File: src/rtl/fpcmp_pkg.sv
// Package: shared widths and predicate encoding for the compare unit.
// Assumes IEEE-754 binary32/binary64 field layouts.
package fpcmp_pkg;
    localparam int OPW    = 64;
    localparam int SPW    = 32;
    localparam int SP_EXP = 8;
    localparam int DP_EXP = 11;

    typedef enum logic [2:0] {
        PRED_LT = 3'd0,
        PRED_GT = 3'd1,
        PRED_EQ = 3'd2,
        PRED_LE = 3'd3,
        PRED_GE = 3'd4,
        PRED_NE = 3'd5
    } pred_e;
endpackage

File: src/rtl/fpcmp_unpack.sv
// Module: fpcmp_unpack
// Splits one operand into sign, unsigned magnitude, NaN and zero flags for
// the selected precision. Assumes the single-precision value sits in the low
// SPW bits; the upper bits are ignored in that mode.
module fpcmp_unpack #(
    parameter int OPW    = 64,
    parameter int SPW    = 32,
    parameter int SP_EXP = 8,
    parameter int DP_EXP = 11
) (
    input  logic [OPW-1:0] raw,
    input  logic           is_dbl,
    output logic           sign,
    output logic [OPW-2:0] mag,
    output logic           is_nan,
    output logic           is_zero
);
    localparam int SP_FRAC = SPW - 1 - SP_EXP;
    localparam int DP_FRAC = OPW - 1 - DP_EXP;

    logic exp_ones;
    logic frac_nz;

    // Field extraction according to precision.
    always_comb begin
        mag = '0;
        if (is_dbl) begin
            sign     = raw[OPW-1];
            mag      = raw[OPW-2:0];
            exp_ones = &raw[OPW-2 -: DP_EXP];
            frac_nz  = |raw[DP_FRAC-1:0];
        end else begin
            sign            = raw[SPW-1];
            mag[SPW-2:0]    = raw[SPW-2:0];
            exp_ones        = &raw[SPW-2 -: SP_EXP];
            frac_nz         = |raw[SP_FRAC-1:0];
        end
    end

    // Classification flags.
    always_comb begin
        is_nan  = exp_ones & frac_nz;
        is_zero = (mag == '0);
    end
endmodule

File: src/rtl/fpcmp_order.sv
// Module: fpcmp_order
// Derives less-than, equal and unordered relations from two unpacked
// operands of the same precision. Assumes magnitudes are zero-extended alike.
module fpcmp_order #(
    parameter int MAGW = 63
) (
    input  logic            sign_a,
    input  logic            sign_b,
    input  logic [MAGW-1:0] mag_a,
    input  logic [MAGW-1:0] mag_b,
    input  logic            nan_a,
    input  logic            nan_b,
    input  logic            zero_a,
    input  logic            zero_b,
    output logic            rel_lt,
    output logic            rel_eq,
    output logic            rel_un
);
    logic mag_lt;
    logic mag_gt;

    // Raw magnitude relations.
    always_comb begin
        mag_lt = (mag_a < mag_b);
        mag_gt = (mag_a > mag_b);
    end

    // Signed ordering with zero folding and NaN handling.
    always_comb begin
        rel_un = nan_a | nan_b;
        rel_eq = !rel_un && ((zero_a && zero_b) ||
                             (sign_a == sign_b && mag_a == mag_b));
        if (rel_un || rel_eq)
            rel_lt = 1'b0;
        else if (sign_a != sign_b)
            rel_lt = sign_a;
        else if (sign_a)
            rel_lt = mag_gt;
        else
            rel_lt = mag_lt;
    end
endmodule

File: src/rtl/fpcmp_pred.sv
// Module: fpcmp_pred
// Maps a predicate code onto the order relations. Assumes rel_lt and rel_eq
// are never both set and are both clear when rel_un is set.
module fpcmp_pred
    import fpcmp_pkg::*;
(
    input  logic [2:0] pred,
    input  logic       rel_lt,
    input  logic       rel_eq,
    input  logic       rel_un,
    output logic       hit
);
    logic rel_gt;

    // Greater-than is what remains of an ordered pair.
    always_comb rel_gt = !rel_un && !rel_lt && !rel_eq;

    // Predicate decode; unused codes yield 0.
    always_comb begin
        case (pred_e'(pred))
            PRED_LT: hit = rel_lt;
            PRED_GT: hit = rel_gt;
            PRED_EQ: hit = rel_eq;
            PRED_LE: hit = rel_lt | rel_eq;
            PRED_GE: hit = rel_gt | rel_eq;
            PRED_NE: hit = !rel_eq;
            default: hit = 1'b0;
        endcase
    end
endmodule

File: src/rtl/fpcmp_status.sv
// Module: fpcmp_status
// Top of the compare unit: unpacks both operands, orders them, decodes the
// predicate and registers the outcome into the status flag with a done pulse.
// Assumes inputs are stable while op_valid is high.
module fpcmp_status
    import fpcmp_pkg::*;
#(
    parameter int W_OP   = OPW,
    parameter int W_SP   = SPW,
    parameter int E_SP   = SP_EXP,
    parameter int E_DP   = DP_EXP
) (
    input  logic            clk,
    input  logic            rst_n,
    input  logic            op_valid,
    input  logic            op_double,
    input  logic [2:0]      op_pred,
    input  logic [W_OP-1:0] op_a,
    input  logic [W_OP-1:0] op_b,
    output logic            fpsr_flag,
    output logic            done
);
    localparam int MAGW = W_OP - 1;

    logic [W_OP-1:0] opnd [2];
    logic [1:0]      sgn, nan, zro;
    logic [MAGW-1:0] mag  [2];
    logic            rel_lt, rel_eq, rel_un, hit;

    // Operand array for the unpack generate loop.
    always_comb begin
        opnd[0] = op_a;
        opnd[1] = op_b;
    end

    for (genvar i = 0; i < 2; i++) begin : g_unpack
        fpcmp_unpack #(
            .OPW(W_OP), .SPW(W_SP), .SP_EXP(E_SP), .DP_EXP(E_DP)
        ) u_unpack (
            .raw(opnd[i]), .is_dbl(op_double), .sign(sgn[i]),
            .mag(mag[i]), .is_nan(nan[i]), .is_zero(zro[i])
        );
    end

    fpcmp_order #(.MAGW(MAGW)) u_order (
        .sign_a(sgn[0]), .sign_b(sgn[1]), .mag_a(mag[0]), .mag_b(mag[1]),
        .nan_a(nan[0]), .nan_b(nan[1]), .zero_a(zro[0]), .zero_b(zro[1]),
        .rel_lt(rel_lt), .rel_eq(rel_eq), .rel_un(rel_un)
    );

    fpcmp_pred u_pred (
        .pred(op_pred), .rel_lt(rel_lt), .rel_eq(rel_eq), .rel_un(rel_un),
        .hit(hit)
    );

    // Status flag and done pulse registers.
    always_ff @(posedge clk) begin
        if (!rst_n) begin
            fpsr_flag <= 1'b0;
            done      <= 1'b0;
        end else begin
            done <= op_valid;
            if (op_valid)
                fpsr_flag <= hit;
        end
    end
endmodule

File: config.mk
export PLATFORM = sky130hd
export DESIGN_NAME = fpcmp_status
export DESIGN_NICKNAME = d
export VERILOG_FILES = /design/src/rtl/fpcmp_pkg.sv /design/src/rtl/fpcmp_unpack.sv /design/src/rtl/fpcmp_order.sv /design/src/rtl/fpcmp_pred.sv /design/src/rtl/fpcmp_status.sv
export SDC_FILE = /design/constraint.sdc
export NUM_CORES = 1
export LEC_CHECK = 0
export ABC_AREA = 1
export ABC_CLOCK_PERIOD_IN_PS = 3500
export CORE_ASPECT_RATIO = 2
export CORE_MARGIN = 2
export CORE_UTILIZATION = 48
export CTS_CLUSTER_DIAMETER = 120
export CTS_CLUSTER_SIZE = 12
export DETAILED_ROUTE_END_ITERATION = 16
export PLACE_DENSITY = 0.9
export SYNTH_ARGS = -nofsm -noshare
export SYNTH_HDL_FRONTEND = slang
export SYNTH_HIERARCHICAL = 1
export SYNTH_SLANG_ARGS = --single-unit
export TNS_END_PERCENT = 10
File: constraint.sdc
create_clock -name clk -period 3.5 [get_ports clk]
set_input_delay 0.875 -clock clk [delete_from_list [all_inputs] [get_ports clk]]
set_output_delay 0.875 -clock clk [all_outputs]
set_load 0.03 [all_outputs]
==> run summary <==
fin crit share - 92.41%
Slew headroom - 74.35%
DP Area - 5019 um2
vias in the first global route - 4704
first-pass GRT wire length - 19140 um
crit path DAT - 3.39 ns
PwrDens - 148.9 nW/um2
Detailed Routing Iterations Pass 1 - 4
Pint - 0.4428 mW
Largest stage delay, worst path - 0.50 ns
CP Launch Type - input port
Reg power frac - 3.3%
Clk pin slew, worst setup/hold paths - 0.03 ns
Worst Setup End Kind - register
Combinational Power Share - 74.1%
DRC viols - 0
largest net degree at the start of global routing - 30
Post-Place Cells - 955
Worst-Skew Late Latency - 0.22 ns
Total GRT Usage - 27.07%
Clock power frac - 22.5%
worst hold slack - 0.5428 ns
routed vias/inst - 4.870
crit path max-delay cell type - clkdlybuf4s50_1
drt initial violations - 209
P_sw - 0.3173 mW
fin area - 5105 um2
most frequent cells in the layout - nand2_1 (241), inv_1 (172), nor2_1 (140)
CP Data Required Time - 3.66 ns
Final Power - 0.7601 mW
Root Driver - clkbuf_16
wire per inst - 12.73 um
commonest non-fill, non-tap cell in the layout - nand2_1
final setup fails - 0
core area - 8233 um2
fillers - 811
top layer in use - met4
routed via count - 4665
most used cell along the critical path - nand2_1
DP HPWL - 10920 um
syn avg cell area - 5.137 um2
setup tns final - 0 ns
DRT Wirelength - 12190 um
H-tree depth - 1
setup bufs post-CTS - 0
Die ar. - 9206 um2
area delta synth->final - 26.43%
Metal-1 WL - 3876 um
CP top delay family - simple AND/OR/NAND/NOR gates
worst slack, placed - 0.04898 ns
Final min period - 3.234 ns
Max Freq - 0.3092 GHz
IO Count - 137
YS warnings - 6
Pleak - 3.053 nW
crit path kind - in -> reg
Num CTS Buffers - 3
grt ovf - 0
final std cells w/o fill - 958
WL met3 - 627 um
Worst-Margin Slew - 0.3834 ns
layout cell share with drive strength beyond 1 - 5.000%
Port-buffer cells - 136
Die H - 133.7 um
Num Clock Sinks - 2
antenna cell count - 0
Final Util - 62.01%
max cap viols - 0
Met2 Wirelength - 6827 um
Final nets - 1060
Cells after Synth - 786
initial core utilization - 49.04%
Worst Hold Class - reg -> reg
final setup skew - 0 ns
distinct cell type count after synthesis - 25
Placer Congestion - 1.046
Setup WS post-layout - 0.2658 ns
Die Wd - 68.85 um
status - complete, no violations
Synth Register Bits - 2
hold buffer count at cts - 0
Rows - 47
CTS Buffer Depth - 2
mapped cell area - 4038 um2
sequential fraction of the synthesis area - 0.9916%
Final Max Tran Viols - 0
CP max FO - 3
syn nets - 984
Final Hold Fails - 0
switch share - 41.74%
antenna violations before repair - 0
crit path buf inv count - 5
CTS tree - yes
maximum VDD drop - 197.0 uV
post-route ant nets - 0
==> layer usage <==
metal	global-route usage, %	up-vias
li1	-	2416
met1	23.48	2003
met2	53.53	187
met3	2.365	59
met4	17.32	0
met5	0	-
==> power by group through the flow <==
stage | clock network, mW | registers [mW] | logic, mW
floorplan | 0 | 0.0287 | 0.337
global placement | 0 | 0.0255 | 0.545
detailed placement | 0 | 0.0257 | 0.552
CTS | 0.174 | 0.0254 | 0.556
global route | 0.177 | 0.0256 | 0.629
finish | 0.171 | 0.0254 | 0.564
==> sequential cells by signal, indices dropped and copies added (netlist names) <==
name and cells:
done 1, fpsr_flag 1
==> Yosys cell counts <==
master,count,share of area (%)
nand2_1,241,22
inv_1,172,16
nor2_1,141,13
ha_1,63,20
buf_4,62,12
a21oi_1,27,3.3
nand2_2,16,2.5
nand3_1,16,2.0
nand4_1,11,1.7
nor2_2,6,0.93
a21o_1,4,0.74
buf_6,4,1.1
inv_2,3,0.28
or2_2,3,0.46
buf_12,2,0.99
buf_2,2,0.25
dfxtp_1,2,0.99
nand2_4,2,0.56
nand3b_1,2,0.37
o21ai_0,2,0.25
a21oi_2,1,0.22
nand3_2,1,0.25
o21ai_1,1,0.12
o21bai_1,1,0.19
xnor2_1,1,0.22
==> path summary, 6_finish.rpt <==
check	startpoint	to	slack (ns)	depth (start not counted)
max	op_b[58]	fpsr_flag$_SDFFE_PN0P_	0.27	25
min	fpsr_flag$_SDFFE_PN0P_	fpsr_flag$_SDFFE_PN0P_	0.54	2
max reg2reg	fpsr_flag$_SDFFE_PN0P_	fpsr_flag$_SDFFE_PN0P_	2.88	2
min reg2reg	fpsr_flag$_SDFFE_PN0P_	fpsr_flag$_SDFFE_PN0P_	0.54	2
==> logic make-up after synthesis <==
| family | count (synthesis) | synth area share [%] |
|---|---|---|
| buf+inv | 245 | 30.15 |
| fa+ha+maj | 63 | 19.52 |
| flops | 2 | 0.9917 |
| xor+xnor | 1 | 0.2170 |
| simple gates | 439 | 44.25 |
| compound gates | 36 | 4.865 |
==> timing repair <==
| action | 4_1_cts | 5_1_grt |
|---|---|---|
| setup endpoints to repair | 0 | 1 |
| endpoints found under the hold margin | 0 | 0 |
| resized for setup | 0 | 3 |
==> worst min-delay path, delay by kind of cell (launching register included) <==
kind	cells	cell delay [ns]
DFF	1	0.33
and+or+nand+nor	2	0.17
==> cell type report <==
type                       count  area [um2]  area share (%)
clock buffer                   3       75.07           1.471
inverter                     175       656.9           12.87
multi-input combinational    539        2791           54.68
sequential                     2       40.04          0.7843
tap                           98       122.6           2.402
timing repair buffer         141        1419           27.79
No activity file was read; power rests on OpenSTA's default activity.
